File: config.mk
export PLATFORM = sky130hd
export DESIGN_NAME = capkey_tracker
export DESIGN_NICKNAME = d
export VERILOG_FILES = /design/src/rtl/keyflt_pkg.sv /design/src/rtl/kf_compare.sv /design/src/rtl/kf_integrator.sv /design/src/rtl/kf_maxon.sv /design/src/rtl/kf_reference.sv /design/src/rtl/capkey_tracker.sv
export SDC_FILE = /design/constraint.sdc
export NUM_CORES = 1
export LEC_CHECK = 0
export ABC_CLOCK_PERIOD_IN_PS = 6400
export BUFFER_PORTS_ARGS = -buffer_cell sky130_fd_sc_hd__clkbuf_2
export CORE_UTILIZATION = 60
export CTS_CLUSTER_SIZE = 20
export DETAILED_ROUTE_END_ITERATION = 7
export PLACE_DENSITY = 0.78
export RECOVER_POWER = 100
export SLEW_MARGIN = 20
export SYNTH_ARGS = -nofsm -noshare
export SYNTH_HDL_FRONTEND = slang
export SYNTH_SLANG_ARGS = --single-unit
File: constraint.sdc
create_clock -name clk -period 6.4 [get_ports clk]
set_clock_uncertainty 0.05 [all_clocks]
set_input_delay 0.64 -clock clk [delete_from_list [all_inputs] [get_ports clk]]
set_output_delay 0.64 -clock clk [all_outputs]
set_load 0.05 [all_outputs]
File: src/rtl/keyflt_pkg.sv
`timescale 1ns/1ps
package keyflt_pkg;

    localparam int unsigned FAST_OUT_LEN = 4;
    localparam int unsigned MIN_RUN_LEN  = 2;

    typedef enum logic [1:0] {
        ST_IDLE,
        ST_FILT_IN,
        ST_DETECT,
        ST_FILT_OUT
    } key_state_e;

    typedef struct packed {
        logic qual;
        logic jump_away;
        logic below;
        logic above;
    } cmp_flags_t;

    function automatic int unsigned entry_len(input int unsigned di);
        return (di < MIN_RUN_LEN) ? MIN_RUN_LEN : di;
    endfunction

    function automatic int unsigned exit_len(input int unsigned di, input logic fast);
        return fast ? FAST_OUT_LEN : entry_len(di);
    endfunction

    function automatic int unsigned hyst_thr(input int unsigned thr, input logic in_det);
        return in_det ? (thr - (thr >> 3)) : thr;
    endfunction

endpackage

File: src/rtl/kf_compare.sv
`timescale 1ns/1ps
module kf_compare
    import keyflt_pkg::*;
#(
    parameter int unsigned SIG_W       = 16,
    parameter int unsigned THR_W       = 8,
    parameter int unsigned POSCAL_STEP = 4
) (
    input  logic [SIG_W-1:0] ref_i,
    input  logic [SIG_W-1:0] sig_i,
    input  logic [THR_W-1:0] thr_i,
    input  logic             det_i,
    output cmp_flags_t       flags_o
);
    logic [THR_W-1:0] eff_thr;
    logic [SIG_W-1:0] gap_down;
    logic [SIG_W-1:0] gap_up;

    assign eff_thr  = THR_W'(hyst_thr(32'(thr_i), det_i));
    assign gap_down = ref_i - sig_i;
    assign gap_up   = sig_i - ref_i;

    assign flags_o.below     = sig_i < ref_i;
    assign flags_o.above     = sig_i > ref_i;
    assign flags_o.qual      = (ref_i >= sig_i) &&
                               (gap_down >= {{(SIG_W-THR_W){1'b0}}, eff_thr});
    assign flags_o.jump_away = (sig_i > ref_i) && (gap_up > SIG_W'(POSCAL_STEP));
endmodule

File: src/rtl/kf_integrator.sv
`timescale 1ns/1ps
module kf_integrator
    import keyflt_pkg::*;
#(
    parameter int unsigned DI_W = 8
) (
    input  logic            clk,
    input  logic            rst,
    input  logic            smp_valid,
    input  logic            cal_req,
    input  logic            clear_now,
    input  logic            qual,
    input  logic [DI_W-1:0] cfg_integ,
    input  logic            cfg_fast_out,
    output logic            det_o,
    output logic            filt_in_o
);
    key_state_e      st;
    logic [DI_W-1:0] cnt;
    logic [31:0]     n_in;
    logic [31:0]     n_out;
    logic [31:0]     cnt_nx;

    assign n_in   = entry_len(32'(cfg_integ));
    assign n_out  = exit_len(32'(cfg_integ), cfg_fast_out);
    assign cnt_nx = 32'(cnt) + 32'd1;

    always_ff @(posedge clk) begin
        if (rst || cal_req) begin
            st  <= ST_IDLE;
            cnt <= '0;
        end else if (smp_valid) begin
            if (clear_now) begin
                st  <= ST_IDLE;
                cnt <= '0;
            end else begin
                unique case (st)
                    ST_IDLE: begin
                        if (qual) begin
                            st  <= ST_FILT_IN;
                            cnt <= DI_W'(1);
                        end
                    end
                    ST_FILT_IN: begin
                        if (!qual) begin
                            st  <= ST_IDLE;
                            cnt <= '0;
                        end else if (cnt_nx >= n_in) begin
                            st  <= ST_DETECT;
                            cnt <= '0;
                        end else begin
                            cnt <= DI_W'(cnt_nx);
                        end
                    end
                    ST_DETECT: begin
                        if (!qual) begin
                            st  <= ST_FILT_OUT;
                            cnt <= DI_W'(1);
                        end
                    end
                    ST_FILT_OUT: begin
                        if (qual) begin
                            st  <= ST_DETECT;
                            cnt <= '0;
                        end else if (cnt_nx >= n_out) begin
                            st  <= ST_IDLE;
                            cnt <= '0;
                        end else begin
                            cnt <= DI_W'(cnt_nx);
                        end
                    end
                    default: begin
                        st  <= ST_IDLE;
                        cnt <= '0;
                    end
                endcase
            end
        end
    end

    assign det_o     = (st == ST_DETECT) || (st == ST_FILT_OUT);
    assign filt_in_o = (st == ST_FILT_IN);
endmodule

File: src/rtl/kf_maxon.sv
`timescale 1ns/1ps
module kf_maxon #(
    parameter int unsigned MO_W        = 8,
    parameter int unsigned UNIT_CYCLES = 20
) (
    input  logic            clk,
    input  logic            rst,
    input  logic            smp_valid,
    input  logic            cal_req,
    input  logic            clear_now,
    input  logic            det_i,
    input  logic [MO_W-1:0] cfg_maxon,
    output logic            expire_o
);
    localparam int unsigned CW = MO_W + $clog2(UNIT_CYCLES + 1);

    logic [CW-1:0] cnt;
    logic [CW-1:0] limit;
    logic [CW:0]   cnt_nx;

    assign limit    = CW'(cfg_maxon) * CW'(UNIT_CYCLES);
    assign cnt_nx   = {1'b0, cnt} + (CW+1)'(1);
    assign expire_o = smp_valid && det_i && (cfg_maxon != '0) && (cnt_nx >= {1'b0, limit});

    always_ff @(posedge clk) begin
        if (rst || cal_req) begin
            cnt <= '0;
        end else if (smp_valid) begin
            if (!det_i || clear_now) begin
                cnt <= '0;
            end else if (cnt != '1) begin
                cnt <= cnt_nx[CW-1:0];
            end
        end
    end
endmodule

File: src/rtl/kf_reference.sv
`timescale 1ns/1ps
module kf_reference
    import keyflt_pkg::*;
#(
    parameter int unsigned SIG_W           = 16,
    parameter int unsigned UNIT_CYCLES     = 20,
    parameter int unsigned DRIFT_IN_UNITS  = 18,
    parameter int unsigned DRIFT_OUT_UNITS = 6,
    parameter int unsigned HOLD_UNITS      = 25
) (
    input  logic             clk,
    input  logic             rst,
    input  logic             smp_valid,
    input  logic             cal_req,
    input  logic [SIG_W-1:0] sig_i,
    input  logic             load_i,
    input  cmp_flags_t       flags_i,
    input  logic             det_i,
    input  logic             filt_i,
    input  logic             hold_i,
    output logic [SIG_W-1:0] ref_o,
    output logic             cal_pend_o
);
    localparam int unsigned IN_LEN   = DRIFT_IN_UNITS * UNIT_CYCLES;
    localparam int unsigned OUT_LEN  = DRIFT_OUT_UNITS * UNIT_CYCLES;
    localparam int unsigned HOLD_LEN = HOLD_UNITS * UNIT_CYCLES;
    localparam int unsigned IN_W     = $clog2(IN_LEN + 1);
    localparam int unsigned OUT_W    = $clog2(OUT_LEN + 1);
    localparam int unsigned HOLD_W   = $clog2(HOLD_LEN + 1);

    logic [SIG_W-1:0]  ref_q;
    logic              pend_q;
    logic [IN_W-1:0]   dn_cnt;
    logic [OUT_W-1:0]  up_cnt;
    logic [HOLD_W-1:0] hold_cnt;
    logic              drift_ok;

    assign drift_ok = !det_i && !filt_i && !hold_i && (hold_cnt == '0);

    always_ff @(posedge clk) begin
        if (rst) begin
            hold_cnt <= '0;
        end else if (det_i || hold_i) begin
            hold_cnt <= HOLD_W'(HOLD_LEN);
        end else if (smp_valid && (hold_cnt != '0)) begin
            hold_cnt <= hold_cnt - HOLD_W'(1);
        end
    end

    always_ff @(posedge clk) begin
        if (rst || cal_req) begin
            pend_q <= 1'b1;
        end else if (smp_valid) begin
            pend_q <= 1'b0;
        end
    end

    always_ff @(posedge clk) begin
        if (rst) begin
            ref_q  <= '0;
            dn_cnt <= '0;
            up_cnt <= '0;
        end else if (cal_req) begin
            dn_cnt <= '0;
            up_cnt <= '0;
        end else if (smp_valid) begin
            if (load_i) begin
                ref_q  <= sig_i;
                dn_cnt <= '0;
                up_cnt <= '0;
            end else if (drift_ok && flags_i.below) begin
                up_cnt <= '0;
                if (32'(dn_cnt) + 32'd1 >= IN_LEN) begin
                    ref_q  <= ref_q - SIG_W'(1);
                    dn_cnt <= '0;
                end else begin
                    dn_cnt <= dn_cnt + IN_W'(1);
                end
            end else if (drift_ok && flags_i.above) begin
                dn_cnt <= '0;
                if (32'(up_cnt) + 32'd1 >= OUT_LEN) begin
                    ref_q  <= ref_q + SIG_W'(1);
                    up_cnt <= '0;
                end else begin
                    up_cnt <= up_cnt + OUT_W'(1);
                end
            end else begin
                dn_cnt <= '0;
                up_cnt <= '0;
            end
        end
    end

    assign ref_o      = ref_q;
    assign cal_pend_o = pend_q;
endmodule

File: src/rtl/capkey_tracker.sv
`timescale 1ns/1ps
module capkey_tracker
    import keyflt_pkg::*;
#(
    parameter int unsigned SIG_W           = 16,
    parameter int unsigned THR_W           = 8,
    parameter int unsigned DI_W            = 8,
    parameter int unsigned MO_W            = 8,
    parameter int unsigned UNIT_CYCLES     = 20,
    parameter int unsigned DRIFT_IN_UNITS  = 18,
    parameter int unsigned DRIFT_OUT_UNITS = 6,
    parameter int unsigned HOLD_UNITS      = 25,
    parameter int unsigned POSCAL_STEP     = 4
) (
    input  logic             clk,
    input  logic             rst,
    input  logic             smp_valid,
    input  logic [SIG_W-1:0] smp_value,
    input  logic [THR_W-1:0] cfg_thresh,
    input  logic [DI_W-1:0]  cfg_integ,
    input  logic             cfg_fast_out,
    input  logic [MO_W-1:0]  cfg_maxon,
    input  logic             drift_hold,
    input  logic             cal_req,
    output logic             touch,
    output logic [SIG_W-1:0] ref_level,
    output logic             filtering_in,
    output logic             recal_req
);
    cmp_flags_t flags;
    logic       det;
    logic       filt;
    logic       cal_pend;
    logic       mo_expire;
    logic       recal_now;
    logic       load_now;
    logic       recal_q;

    kf_compare #(
        .SIG_W(SIG_W), .THR_W(THR_W), .POSCAL_STEP(POSCAL_STEP)
    ) u_cmp (
        .ref_i(ref_level), .sig_i(smp_value), .thr_i(cfg_thresh),
        .det_i(det), .flags_o(flags)
    );

    kf_integrator #(.DI_W(DI_W)) u_integ (
        .clk(clk), .rst(rst), .smp_valid(smp_valid), .cal_req(cal_req),
        .clear_now(load_now), .qual(flags.qual), .cfg_integ(cfg_integ),
        .cfg_fast_out(cfg_fast_out), .det_o(det), .filt_in_o(filt)
    );

    kf_maxon #(.MO_W(MO_W), .UNIT_CYCLES(UNIT_CYCLES)) u_maxon (
        .clk(clk), .rst(rst), .smp_valid(smp_valid), .cal_req(cal_req),
        .clear_now(load_now), .det_i(det), .cfg_maxon(cfg_maxon),
        .expire_o(mo_expire)
    );

    kf_reference #(
        .SIG_W(SIG_W), .UNIT_CYCLES(UNIT_CYCLES), .DRIFT_IN_UNITS(DRIFT_IN_UNITS),
        .DRIFT_OUT_UNITS(DRIFT_OUT_UNITS), .HOLD_UNITS(HOLD_UNITS)
    ) u_ref (
        .clk(clk), .rst(rst), .smp_valid(smp_valid), .cal_req(cal_req),
        .sig_i(smp_value), .load_i(load_now), .flags_i(flags), .det_i(det),
        .filt_i(filt), .hold_i(drift_hold), .ref_o(ref_level), .cal_pend_o(cal_pend)
    );

    assign recal_now = smp_valid && !cal_req && !cal_pend && (flags.jump_away || mo_expire);
    assign load_now  = smp_valid && !cal_req && (cal_pend || flags.jump_away || mo_expire);

    always_ff @(posedge clk) begin
        if (rst) begin
            recal_q <= 1'b0;
        end else begin
            recal_q <= recal_now;
        end
    end

    assign touch        = det;
    assign filtering_in = filt;
    assign recal_req    = recal_q;
endmodule

==> impl_results.md <==
- Synth Area in Adders: about a fifth
- Max_cap viols: 0
- Area leader, netlist: sky130_fd_sc_hd__ha_1
- Synth Area per Inst: about 7.6 µm²
- Clock insertion delay at the later pin of the skew report: about 340 ps
- Number of buffers created by CTS: 9
- Horiz. Die Dim: between 100 and 150 µm
- CTS root buffer: sky130_fd_sc_hd__clkbuf_16
- Global router's overall resource usage: around 30%
- Relative max-transition margin: between 4 and 5%
- Power share of the combinational group: between 30% and 40%
- Pwr/cell area: approximately 170 nW/µm²
- Commonest cells post-synth: sky130_fd_sc_hd__ha_1 (106), sky130_fd_sc_hd__nor2_1 (85), sky130_fd_sc_hd__nand2_1 (83)
- Sequential cell area: roughly 1300 µm²
- Data arrival at the endpoint of the critical path: roughly 5700 ps
- Area of combinational cells with multiple inputs: 5837 µm²
- Synth Instances: around 1000
- Simple-Gate Fraction of Synth Area: about a quarter
- Wire length per cell: about 15 µm
- Post-synthesis share of cell area spent on xor and xnor gates: 6.885%
- Antenna diode instance count: 0
- Fin Hold WS: roughly 450 ps
- Min cycle time layout: 5499 ps
- Sum Neg Setup Slack: 0 ps
- Input/output buffers: 64
- Share of cells above drive strength 1: 7.612%
- Buffers inserted by post-CTS timing repair: 0
- Max-slew violation total from the final report: 0
- Routability-driven placement congestion ratio: slightly above 0.9
- First-pass GRT wire length: ~32000 µm
- Die outline area: around 13000 µm²
- Die height: between 100 and 150 µm
- Worst hold start: u_ref.up_cnt[6]
- Data required time of the worst path: ~6600 ps
- Top achievable clock speed: 0.1819 GHz
- Area fraction of the dominant cell type after synthesis: 17.38%
- Cell internal pwr: 915.0 µW
- Synth top area cells: sky130_fd_sc_hd__ha_1 (17%), sky130_fd_sc_hd__dfxtp_1 (17%), sky130_fd_sc_hd__xnor2_1 (5.2%)
- Net Sw Frac: between 30% and 40%
- Multiplexer share of the synthesized area: 1.049%
- Antenna violations before repair: 0
- Cells traversed along the worst timing path: clkbuf_2 > ha_1 > ha_1 > a21o_1 > a21oi_1 > o21bai_1 > a21oi_1 > nor2b_1 > o21ai_0 > ha_1 > a221oi_1 > a21boi_0 > nor3_1 > nor2_1 > a21oi_1 > or4b_1 > a31oi_1
- Share of flip-flops with an asynchronous set or reset: 0%
- Post-synth EDFFs: 0
- Part of the Yosys area used for sequential elements: about 17%
- CP Class: in2reg
- Sequential share of power: between 30% and 40%
- Worst IR Drop VDD: 0.0001637 V
- Startpoint of the worst-slack reg-to-reg timing path: u_maxon.cnt[0]
- CTS tree: done
- Number of H-tree levels: 3
- CTS-repair resized insts: 0
- Total number of yosys warnings: 0
- Number of buffers and inverters on the critical path: 1
- Setup slack of the critical path after layout: approximately 900 ps
- Standard-cell rows: 40
- Via count of the first global-routing pass: roughly 6700
- Crit-path max cell delay: just under 900 ps
- Total Routed Length: between 15000 and 20000 µm
- Crit path max fanout: 14
- Period Utilization, post-route: between 80% and 90%
- RSZ-0062 raised after global routing: no
- Lkg Pwr: about 0.0035 µW
- Number of storage elements in the synthesis netlist: 66
- Actual slew at the worst max-slew pin: 1432 ps
- Cell with the most instances after synthesis: sky130_fd_sc_hd__ha_1
- Maximum number of pins on one net before global-route repair: 35
- Register clock-pin slew on the reported worst setup and hold paths: about 50 ps
- Top_reg_cell synth: sky130_fd_sc_hd__dfxtp_1
- Worst slack after detailed placement: about 1100 ps
- Cell class contributing the biggest share of worst-path delay: compound AO/OA/AOI/OAI gates
- Count of hold buffers inserted by post-cts repair: 0
- Initial standard-cell utilization of the core: 62.50%
- GRT Residual Overflow: 0
- Minimum setup slack among reg-to-reg paths: 910 ps
- Dominant combinational cell family by area after synthesis: compound AO/OA/AOI/OAI gates
- Setup crit end kind: register
- Status: finished, final reports clean
- I/O pin total: 65
- Core Area: approximately 12000 µm²
- Half-perimeter wire length after detailed placement: around 15000 µm
- Via density per instance: 6.068
- # DRC: 0
- Complex-gate fraction of the synthesized area: a little over a quarter
- Sink Count: between 60 and 70
- Type of the worst min-delay path: reg2reg
- Synth Cell Area: about 7600 µm²
- Total via count in the routed design: between 7000 and 8000
- Layout-stage area growth over the synthesis result: 8.557%
- Layout filler cell count: approximately 1100
- Iter 0 DRT Violations: roughly 490
- Post-synthesis net count: between 1000 and 1500
- Sort of element at the start of the critical path: primary input
- Number of search-and-repair iterations in the first detailed-routing pass: 5
- Depth of the worst hold-timing path: 2
- Critical-path cell with the highest stage delay: sky130_fd_sc_hd__a21oi_1
- Number of cell instances on the worst register-to-register path: 15
- Part of the total power dissipated in the clock network: between 30% and 40%
- Final net count: 1203
- Number of failing setup endpoints in the final timing report: 0
- Yosys cell types: 75
- Share of the core filled with cells in the final layout: roughly two thirds
- Hold violation total from the final report: 0
- Number of nets still failing antenna checks after routing: 0
- Min-Delay Endpoint: u_ref.up_cnt[6]
- Maximum buffer depth of the clock tree: 2
- Switching Power: around 480 µW
- Critical register-to-register path endpoint: u_ref.dn_cnt[8]
[routing by layer]
| metal | vias to the layer above | part of all wire, % | global-route usage, % |
|---|---|---|---|
| met5 | - | 0 | 0 |
| met4 | 0 | 1.9 | 9.437 |
| met3 | 33 | 4.6 | 3.848 |
| met2 | 205 | 43 | 46.63 |
| met1 | 3406 | 51 | 42.45 |
| li1 | 3753 | - | - |
[power by group through the flow]
stage                     Sequential, µW  Clock, µW  Combinational [µW]
after detailed placement             450          0                 444
after global placement               449          0                 434
after floorplan                      468          0                 321
after CTS                            441        509                 448
after global routing                 443        530                 504
final                                442        502                 449
[per-stage QoR]
stage / cells / instance area [µm²] / total power (µW)
4_1_cts: 1219 / 8342 / 1398
5_1_grt: 1219 / 8285 / 1477
3_5_place_dp: 1203 / 8036 / 894.3
2_1_floorplan: 1006 / 7632 / 789.3
3_3_place_gp: 1203 / 8036 / 883.7
6_report: 1219 / 8285 / 1392
[worst max-delay path by stage]
stage	start	to	slack, ps	cells after the start
floorplan	cfg_thresh[0]	u_integ.cnt[6]	1600	20
global placement	smp_value[0]	u_ref.ref_o[14]	1180	21
detailed placement	smp_value[0]	u_ref.ref_o[14]	1090	21
CTS	cfg_maxon[1]	u_maxon.cnt[1]	1440	18
global route	u_maxon.cnt[0]	u_ref.dn_cnt[8]	510	16
finish	cfg_maxon[2]	u_ref.dn_cnt[8]	900	17
[cell type report]
cell class,count,share of cell area [%]
Clock buffer,11,3.050
Inverter,79,3.579
Multi-Input combinational cell,822,70.45
Timing Repair Buffer,68,3.805
Sequential cell,66,15.95
Clock inverter,5,0.6342
Tap cell,168,2.537
[cells in the final DEF (no fill, tap or decap), types with 12 or more instances in the layout]
cell type and n:
sky130_fd_sc_hd__o21bai_1 14, sky130_fd_sc_hd__xor2_1 15, sky130_fd_sc_hd__dfxtp_1 66, sky130_fd_sc_hd__inv_1 78, sky130_fd_sc_hd__nand2b_1 22, sky130_fd_sc_hd__o211ai_1 12
sky130_fd_sc_hd__a311oi_1 12, sky130_fd_sc_hd__a21o_1 22, sky130_fd_sc_hd__a21oi_1 65, sky130_fd_sc_hd__nor2_1 85, sky130_fd_sc_hd__xnor2_1 45, sky130_fd_sc_hd__nor3_1 31
sky130_fd_sc_hd__o21ai_0 55, sky130_fd_sc_hd__clkbuf_1 24, sky130_fd_sc_hd__ha_1 106, sky130_fd_sc_hd__a211oi_1 21, sky130_fd_sc_hd__nand2_1 83, sky130_fd_sc_hd__nand3_1 24
sky130_fd_sc_hd__and3_1 15, sky130_fd_sc_hd__clkbuf_2 42
[sequential cells by signal, indices dropped and copies added, names as in the netlist, 2 cells and up]
register / count
u_ref.hold_cnt: 9
u_ref.dn_cnt: 9
u_integ.cnt: 8
u_maxon.cnt: 13
u_ref.ref_o: 16
u_ref.up_cnt: 7
u_integ.st: 2
[worst reg2reg max path: stages (launching register included)]
cell	delay [ps]
sky130_fd_sc_hd__dfxtp_1	400
sky130_fd_sc_hd__ha_1	250
sky130_fd_sc_hd__nand3_1	170
sky130_fd_sc_hd__or2_2	380
sky130_fd_sc_hd__nor2_1	260
sky130_fd_sc_hd__nand2_1	130
sky130_fd_sc_hd__nor2_1	240
sky130_fd_sc_hd__xnor2_1	170
sky130_fd_sc_hd__ha_1	270
sky130_fd_sc_hd__a221oi_1	270
sky130_fd_sc_hd__a21boi_0	270
sky130_fd_sc_hd__nor3_1	730
sky130_fd_sc_hd__nor2_1	290
sky130_fd_sc_hd__a21oi_1	880
sky130_fd_sc_hd__or4b_1	500
sky130_fd_sc_hd__a31oi_1	160
[cell families (layout without fill, tap and decap cells)]
kind of cell | Yosys count | count (layout)
fa+ha+maj | 111 | 111
buf+inv | 118 | 163
simple gates | 348 | 348
xor+xnor | 60 | 60
flops | 66 | 66
compound gates | 295 | 295
mux | 8 | 8
(Power assumes the default switching activity.)
